### config.mk
export PLATFORM = sky130hd
export DESIGN_NAME = booth_row_mac
export DESIGN_NICKNAME = d
export VERILOG_FILES = /design/src/rtl/booth_mac_pkg.sv /design/src/rtl/booth_digit_enc.sv /design/src/rtl/booth_row_add.sv /design/src/rtl/booth_row_mac.sv
export SDC_FILE = /design/constraint.sdc
export NUM_CORES = 1
export LEC_CHECK = 0
export BUFFER_PORTS_ARGS = -buffer_cell sky130_fd_sc_hd__buf_2
export CAP_MARGIN = 20
export CELL_PAD_IN_SITES_DETAIL_PLACEMENT = 0
export CELL_PAD_IN_SITES_GLOBAL_PLACEMENT = 2
export CORE_UTILIZATION = 23
export CTS_BUF_LIST = sky130_fd_sc_hd__clkbuf_4
export CTS_CLUSTER_DIAMETER = 60
export DETAILED_ROUTE_END_ITERATION = 8
export PLACE_DENSITY = 0.6
export RECOVER_POWER = 50
export SYNTH_ARGS = -nofsm -noshare
export SYNTH_HDL_FRONTEND = slang
export SYNTH_HIERARCHICAL = 1
export SYNTH_SLANG_ARGS = --single-unit
### constraint.sdc
create_clock -name clk -period 4.75 [get_ports clk]
set_input_delay 0.95 -clock clk [delete_from_list [all_inputs] [get_ports clk]]
set_output_delay 0.95 -clock clk [all_outputs]
set_load 0.01 [all_outputs]
### src/rtl/booth_mac_pkg.sv
package booth_mac_pkg;

  // Control bits for one radix-4 digit
  typedef struct packed {
    logic z;  // digit is zero
    logic c;  // digit is negative: invert and add one
    logic s;  // use twice the multiplicand
  } booth_ctl_t;

  function automatic booth_ctl_t booth_encode(input logic [2:0] trip);
    booth_ctl_t r;
    r = '0;
    unique case (trip)
      3'b000, 3'b111: r.z = 1'b1;
      3'b001, 3'b010: r   = '0;
      3'b011:         r.s = 1'b1;
      3'b100:         begin r.c = 1'b1; r.s = 1'b1; end
      default:        r.c = 1'b1;  // 101, 110
    endcase
    return r;
  endfunction

endpackage

### src/rtl/booth_digit_enc.sv
module booth_digit_enc
  import booth_mac_pkg::*;
(
  input  logic [2:0] trip,
  output booth_ctl_t ctl
);

  always_comb ctl = booth_encode(trip);

endmodule

### src/rtl/booth_row_add.sv
module booth_row_add
  import booth_mac_pkg::*;
#(
  parameter int A_W   = 8,
  parameter int W     = 16,
  parameter int SHIFT = 0
) (
  input  logic [W-1:0]   sum_in,
  input  logic [A_W-1:0] a,
  input  booth_ctl_t     ctl,
  output logic [W-1:0]   sum_out
);

  logic [A_W:0]  mult;
  logic [A_W:0]  pp;
  logic [W-1:0]  row_w;
  logic [W-1:0]  cin_w;

  always_comb begin
    // select 0, a or 2a, each A_W+1 bits signed
    if (ctl.z)      mult = '0;
    else if (ctl.s) mult = {a, 1'b0};
    else            mult = {a[A_W-1], a};
    // one's complement for a negative digit
    pp = mult ^ {(A_W+1){ctl.c}};
    // leading bit inverted; bias constant cancels it
    row_w          = '0;
    row_w[A_W:0]   = {~pp[A_W], pp[A_W-1:0]};
    row_w          = row_w << SHIFT;
    cin_w          = '0;
    cin_w[SHIFT]   = ctl.c;
    sum_out        = sum_in + row_w + cin_w;
  end

endmodule

### src/rtl/booth_row_mac.sv
module booth_row_mac
  import booth_mac_pkg::*;
#(
  parameter int A_W  = 8,
  parameter int B_W  = 8,
  parameter bit PIPE = 1'b1
) (
  input  logic               clk,
  input  logic               rst_n,
  input  logic               in_valid,
  input  logic [A_W-1:0]     op_a,
  input  logic [B_W-1:0]     op_b,
  input  logic [A_W+B_W-1:0] acc_in,
  input  logic               acc_en,
  output logic               out_valid,
  output logic [A_W+B_W-1:0] result
);

  localparam int W    = A_W + B_W;
  localparam int ROWS = B_W / 2 + 1;
  localparam int BX_W = 2 * ROWS;
  localparam int Q_W  = BX_W + 1;
  localparam logic [W-1:0] ONE_W = 1;

  // Sum of -2^(A_W+2r) over all rows: the leading ones that stand in
  // for the rows' sign extension.
  function automatic logic [W-1:0] bias_const();
    logic [W-1:0] k;
    k = '0;
    for (int r = 0; r < ROWS; r++) begin
      if (A_W + 2 * r < W) k = k - (ONE_W << (A_W + 2 * r));
    end
    return k;
  endfunction

  localparam logic [W-1:0] ROW_BIAS = bias_const();

  logic [W-1:0]   sum_p [ROWS+1];
  logic [W-1:0]   sum_n [ROWS];
  logic           vld_p [ROWS+1];
  logic [A_W-1:0] a_p   [ROWS];
  logic [Q_W-1:0] q_p   [ROWS];
  booth_ctl_t     ctl   [ROWS];

  // Row 0 entry: addend and bias share the first adder's free input
  assign sum_p[0] = (acc_en ? acc_in : '0) + ROW_BIAS;
  assign vld_p[0] = in_valid;
  assign a_p[0]   = op_a;
  assign q_p[0]   = {{(BX_W-B_W){op_b[B_W-1]}}, op_b, 1'b0};

  for (genvar r = 0; r < ROWS; r++) begin : g_row
    booth_digit_enc u_enc (
      .trip (q_p[r][2:0]),
      .ctl  (ctl[r])
    );

    booth_row_add #(.A_W(A_W), .W(W), .SHIFT(2*r)) u_add (
      .sum_in  (sum_p[r]),
      .a       (a_p[r]),
      .ctl     (ctl[r]),
      .sum_out (sum_n[r])
    );

    if (PIPE) begin : g_reg
      logic         vld_q;
      logic [W-1:0] sum_q;

      always_ff @(posedge clk or negedge rst_n) begin
        if (!rst_n) vld_q <= 1'b0;
        else        vld_q <= vld_p[r];
      end

      always_ff @(posedge clk or negedge rst_n) begin
        if (!rst_n)        sum_q <= '0;
        else if (vld_p[r]) sum_q <= sum_n[r];
      end

      assign vld_p[r+1] = vld_q;
      assign sum_p[r+1] = sum_q;

      if (r < ROWS - 1) begin : g_fwd
        logic [Q_W-1:0] q_n;
        logic [Q_W-1:0] q_q;
        logic [A_W-1:0] a_q;

        assign q_n = {2'b00, q_p[r][Q_W-1:2]};

        always_ff @(posedge clk or negedge rst_n) begin
          if (!rst_n) begin
            q_q <= '0;
            a_q <= '0;
          end else if (vld_p[r]) begin
            q_q <= q_n;
            a_q <= a_p[r];
          end
        end

        assign q_p[r+1] = q_q;
        assign a_p[r+1] = a_q;
      end
    end else begin : g_comb
      assign vld_p[r+1] = vld_p[r];
      assign sum_p[r+1] = sum_n[r];
      if (r < ROWS - 1) begin : g_fwd
        assign q_p[r+1] = {2'b00, q_p[r][Q_W-1:2]};
        assign a_p[r+1] = a_p[r];
      end
    end
  end

  assign result    = sum_p[ROWS];
  assign out_valid = vld_p[ROWS];

endmodule

==> results_dict.tcl, run 1 <==
set metrics [dict create \
    status "finished with violations" \
    violations "max-capacitance violations, max-slew violations" \
    fin_skew_ns 0.0255 \
    synth_cell_type_count 62 \
    power_leakage_nw 4.47 \
    overflow 0 \
    place.gp.congestion 0.732 \
    fin_crit_sh_pct 80.1 \
    drt_pass1_iterations 4 \
    clock_latency_ns 0.56 \
    synth_top_family_by_area "multiplexers" \
    vias 5568 \
    die_w_um 202 \
    synth-compound-area-share_pct 7.59 \
    start_util_pct 23.6 \
    multi_input_area_sq_um 5280 \
    synth.avg_cell_area_sq_um 11.3 \
    place_ws_ns 0.569 \
    stdcell_count 1360 \
    numCtsBuffers 17 \
    rows 72 \
    synth_seq_cells 133 \
    setup_violations 0 \
    synth.area.mux_share_pct 22.1 \
    p_total_mw 6.65 \
    maxCapViolations 5 \
    timing.setup.tns_ns 0 \
    antenna_left 0 \
    ctsLongestPathBuffers 2 \
    n_fill_cell 4163 \
    viasPerCell 4.09 \
    synth_edf_count 0 \
    placed_area_sq_um 9700 \
    synth_top_cell_by_area "dfrtp_1" \
    netlist.area_leader.share_pct 36.2 \
    timing.fmax_mhz 263 \
    synthesis.area_sq_um 9200 \
    final_common_cell "dfrtp_1" \
    synthCells 811 \
    final_cell_mix "dfrtp_1, mux2_2, ha_1" \
    cts_hold_buf 0 \
    cp-end-kind "flip-flop" \
    power_density_nw_per_um2 668 \
    worst_pin_slew_ns 2.09 \
    slew_headroom_pct -39.2 \
    cp-start-kind "flip-flop" \
    grt_pass1_wl_um 29900 \
    dp_cells 1327 \
    drv_slew 196 \
    grt_max_degree 81 \
    first_iter_violations 171 \
    antenna_found_initial 1 \
    synth_fa_ha_area_share_pct 10.9 \
    io_buffers 52 \
    ys_async_sr_fraction_pct 100 \
    post_cts_buffers 0 \
    die_h_um 202 \
    synthXorXnorAreaFrac_pct 8.86 \
    drive_gt1_share_pct 27.8 \
    ctsHtreeMaxLevel 4 \
    cp_max_fo 9 \
    vdd_drop_max_mv 0.180 \
    required_ns 5.18 \
    crit_arrival_ns 4.24 \
    clock_sinks 133 \
    yosysSeqAreaShare_pct 36.2 \
    cts.repair.resized 0 \
    yosys.area_share.simple_pct 8.20 \
    hold_viol_final 0 \
    period_minus_slack_ns 3.80 \
    whs_ns 0.515 \
    tritoncts "yes" \
    crit_type "flip-flop to flip-flop" \
    dieArea_sq_um 40800 \
    hp-class "flip-flop to flip-flop" \
    utilization_pct 25.5 \
    clock-root-buffer "clkbuf_4" \
    hpwl_um 14000 \
    regArea_sq_um 3330 \
    yosysWarningCount 6 \
    setup_ws_ns 0.946 \
    synth_ff_type "dfrtp_1" \
    final_nets 941 \
    drt-total-wl_um 17600 \
    area_growth_pct 8.16 \
    clk_pin_slew_ns 0.16 \
    grt_use_total_pct 9.08 \
    wl_per_cell_um 13.0 \
    synth.area.top_cells "dfrtp_1, mux2_2, ha_1" \
    io_pins 53 \
    post-route-drc-count 0 \
    stdcell_area_sq_um 9950 \
    coreArea_sq_um 39000 \
    rsz0062_at_grt "no" \
    grt_pass1_vias 5768 \
]
==> per-layer routing <==
layer | global-route usage (%) | up-vias | routed length, um
met1 | 11.9 | 2642 | 8660
met3 | 1.85 | 6 | 405
li1 | - | 2859 | -
met2 | 15.0 | 61 | 8430
met5 | 0 | - | 0
met4 | 2.60 | 0 | 148
==> cell usage after synthesis (4+ instances only) <==
cell,count
mux2_4,36
nand3_1,13
inv_1,18
buf_4,40
xor2_1,61
xnor2_1,32
dfrtp_1,133
nor2_1,50
nor3b_1,4
o21a_1,4
a21oi_1,20
ha_1,72
mux2_2,96
and3_1,5
nand2b_1,4
o21ai_1,8
nor2b_1,5
o21ai_0,13
a21o_1,11
mux2i_1,41
buf_2,8
nand2_1,35
buf_6,12
clkbuf_1,6
and2_1,15
or2_1,5
fa_1,5
a31oi_1,5
a21oi_2,8
==> layout make-up <==
class,instances,share of cell area (%)
Antenna cell,1,0.0252
Clock buffer,17,1.28
Clock inverter,15,1.79
Inverter,18,0.679
Multi-Input combinational cell,596,53.1
Sequential cell,133,33.5
Tap cell,518,6.51
Timing Repair Buffer,62,3.17
==> power breakdown <==
group          switching [mW]  internal, mW
clock                   0.510         0.293
sequential              0.284          1.54
combinational            1.94          2.08
total                    2.73          3.91
==> cells by family (layout without fill, tap and decap cells) <==
family | Yosys count | in the layout
adder cells (fa/ha/maj) | 77 | 77
flip-flops | 133 | 133
AO/OA/AOI/OAI | 98 | 98
buffers and inverters | 84 | 112
XOR/XNOR | 93 | 93
AND/OR/NAND/NOR | 152 | 152
multiplexers | 173 | 173
other | 1 | 4
==> final timing paths <==
check | from | end | slack, ns | cells after the start
worst max-delay path | g_row[0].g_reg.g_fwd.q_q[0] | g_row[1].g_reg.sum_q[15] | 0.95 | 13
worst min-delay path | g_row[3].g_reg.sum_q[3] | g_row[3].g_reg.sum_q[3] | 0.51 | 1
worst max register to register | g_row[0].g_reg.g_fwd.q_q[0] | g_row[1].g_reg.sum_q[15] | 0.95 | 13
worst min register to register | g_row[3].g_reg.sum_q[3] | g_row[3].g_reg.sum_q[3] | 0.51 | 1
max in group asynchronous | rst_n | g_row[3].g_reg.sum_q[4] | 1.53 | 2
min in group asynchronous | rst_n | result[6] | 0.97 | 1
==> flip-flops by register name, summed over array words and instances, names as in the netlist <==
signal                 count
g_row.g_reg.g_fwd.a_q     32
g_row.g_reg.g_fwd.q_q     16
g_row.g_reg.sum_q         64
g_row.g_reg.vld_q          4
out_valid                  1
result                    16
==> critical path, cell delays in order, from the launching register on <==
cell and delay [ns]:
dfrtp_1 0.43, or2_1 0.24, o21ai_1 0.53, nor2_1 0.14, xor2_1 0.17, ha_1 0.30
ha_1 0.23, fa_1 0.44, a21oi_2 0.21, o21ai_2 0.13, a2111oi_4 0.34, nor2_1 0.10
xor2_1 0.16, mux2_2 0.26
Note: power is estimated with default switching activity, not from simulation.
==> run 2, diff against run 1 <==
==> constraint.sdc (replaced) <==
create_clock -name clk -period 3.5 [get_ports clk]
set_input_delay 0.7 -clock clk [delete_from_list [all_inputs] [get_ports clk]]
set_output_delay 0.7 -clock clk [all_outputs]
set_load 0.01 [all_outputs]
==> results_dict.tcl, run 2 (synthesized netlist as in run 1, its figures left out) <==
set metrics [dict create \
    regArea_sq_um 3330 \
    status "finished with violations" \
    io_buffers 52 \
    crit_type "flip-flop to flip-flop" \
    drt-total-wl_um 18300 \
    numCtsBuffers 17 \
    maxCapViolations 3 \
    viasPerCell 4.11 \
    ctsHtreeMaxLevel 4 \
    drive_gt1_share_pct 35.3 \
    whs_path_depth 2 \
    dp_cells 1389 \
    crit_arrival_ns 3.85 \
    r2r_setup_slack_ns 0.08 \
    hold_viol_final 0 \
    holdCritStartpoint "op_b[4]" \
    cp_max_fo 5 \
    cp-start-kind "flip-flop" \
    grt_max_degree 75 \
    r2r_start "g_row[0].g_reg.g_fwd.q_q[0]" \
    start_util_pct 23.6 \
    die_h_um 202 \
    r2r_end "g_row[1].g_reg.sum_q[13]" \
    crit_path_max_incr_delay_ns 0.40 \
    path_buf_inv 2 \
    power_density_nw_per_um2 914 \
    violations "max-capacitance violations, max-slew violations" \
    timing.fmax_mhz 292 \
    final_nets 1007 \
    place.gp.congestion 0.750 \
    placed_area_sq_um 10200 \
    stdcell_count 1426 \
    regMostFlops "g_row.g_reg.sum_q" \
    ctsLongestPathBuffers 2 \
    antenna_found_initial 1 \
    die_w_um 202 \
    slew_headroom_pct -32.7 \
    multi_input_area_sq_um 5400 \
    whs_ns 0.369 \
    antenna_left 0 \
    io_pins 53 \
    drt_pass1_iterations 4 \
    hpwl_um 14500 \
    grt_use_total_pct 9.51 \
    hp-class "primary input to flip-flop" \
    final_cell_mix "dfrtp_1, mux2_2, buf_4" \
    vias 5854 \
    grt_pass1_wl_um 31400 \
    worst_pin_slew_ns 1.99 \
    overflow 0 \
    grt_pass1_vias 6065 \
    clock-root-buffer "clkbuf_4" \
    top_regs "g_row.g_reg.sum_q: 64 flops, g_row.g_reg.g_fwd.a_q: 32 flops" \
    hold_path_end "g_row[0].g_reg.g_fwd.q_q[3]" \
    power_leakage_nw 4.83 \
    required_ns 3.93 \
    fin_skew_ns 0.0234 \
    final_common_cell "dfrtp_1" \
    clock_latency_ns 0.55 \
    rows 72 \
    reg2reg_depth 15 \
    dieArea_sq_um 40800 \
    clk_pin_slew_ns 0.15 \
    stdcell_area_sq_um 10600 \
    largest_register_ffs 64 \
    rsz0062_at_grt "yes" \
    coreArea_sq_um 39000 \
    area_growth_pct 15.0 \
    cp_cell_sequence "or2_1, mux2i_1, buf_4, buf_4, mux2i_1, nor2_1, xor2_1, ha_1, ha_1, a21oi_2, o21ai_2, a2111oi_4, nor2_1, xor2_1, mux2_4" \
    drv_slew 134 \
    n_fill_cell 4114 \
    vdd_drop_max_mv 0.332 \
    period_minus_slack_ns 3.42 \
    first_iter_violations 176 \
    setup_violations 0 \
    clock_sinks 133 \
    cp.depth 15 \
    crit_family "compound AO/OA/AOI/OAI gates" \
    cp-end-kind "flip-flop" \
    fin_crit_sh_pct 97.7 \
    tritoncts "yes" \
    wl_per_cell_um 12.8 \
    slowest_stage "dfrtp_1" \
    post-route-drc-count 0 \
]
==> run 2: worst max path at each step <==
stage	end	slack [ns]	startpoint
finish	g_row[1].g_reg.sum_q[13]	0.08	g_row[0].g_reg.g_fwd.q_q[0]
global route	g_row[1].g_reg.sum_q[13]	-0.17	g_row[0].g_reg.g_fwd.q_q[0]
CTS	g_row[1].g_reg.sum_q[13]	-0.01	g_row[0].g_reg.g_fwd.q_q[0]
detailed placement	g_row[0].g_reg.sum_q[14]	-0.25	op_b[0]
global placement	g_row[0].g_reg.sum_q[14]	-0.24	op_b[0]
floorplan	g_row[1].g_reg.sum_q[15]	0.06	g_row[0].g_reg.g_fwd.q_q[0]
==> run 2: timing repair <==
action                                  4_1_cts  5_1_grt
setup buffers                                 2        2
gates cloned                                  0        0
pin swaps                                     1       11
endpoints found under the setup margin        3       11
resized for setup                             1       19
hold buffers                                  0        0
==> run 2: where the power goes <==
group | internal, mW | switching, mW
Sequential | 2.09 | 0.368
Combinational | 3.28 | 2.87
Clock | 0.386 | 0.681
==> run 2: through the flow <==
| step | power (mW) | worst slack (ns) | setup TNS (ns) | utilization (%) |
|---|---|---|---|---|
| floorplan | 7.18 | 0.0590 | 0 | - |
| global route | 10.7 | -0.174 | -0.309 | 27.1 |
| detailed placement | 8.49 | -0.246 | -1.48 | 26.1 |
| CTS | 9.68 | -0.0143 | -0.0143 | 26.9 |
| finish | 9.67 | 0.0800 | 0 | 27.1 |
| global placement | 8.47 | -0.240 | -1.30 | 26.1 |
==> run 2: final cells by class <==
cell class	instances	area share, %
inverter	18	0.639
multi-input combinational	596	51.0
clock buffer	17	1.21
clock inverter	15	1.48
sequential	133	31.5
antenna	1	0.0237
tap	518	6.13
timing repair buffer	128	8.04
==> run 2: worst reg2reg max path: stages, from the launching register on <==
cell,delay [ns]
dfrtp_1,0.40
or2_1,0.24
mux2i_1,0.14
buf_4,0.15
buf_4,0.15
mux2i_1,0.19
nor2_1,0.07
xor2_1,0.15
ha_1,0.28
ha_1,0.34
a21oi_2,0.20
o21ai_2,0.11
a2111oi_4,0.36
nor2_1,0.10
xor2_1,0.15
mux2_4,0.25
==> run 2: per-layer routing <==
metal | global-route usage, % | vias to the layer above | share of wire, %
met1 | 12.6 | 2798 | 49
met5 | 0 | - | 0
met2 | 15.8 | 57 | 48
met4 | 2.27 | 0 | 0.90
li1 | - | 2989 | -
met3 | 1.93 | 10 | 2.2
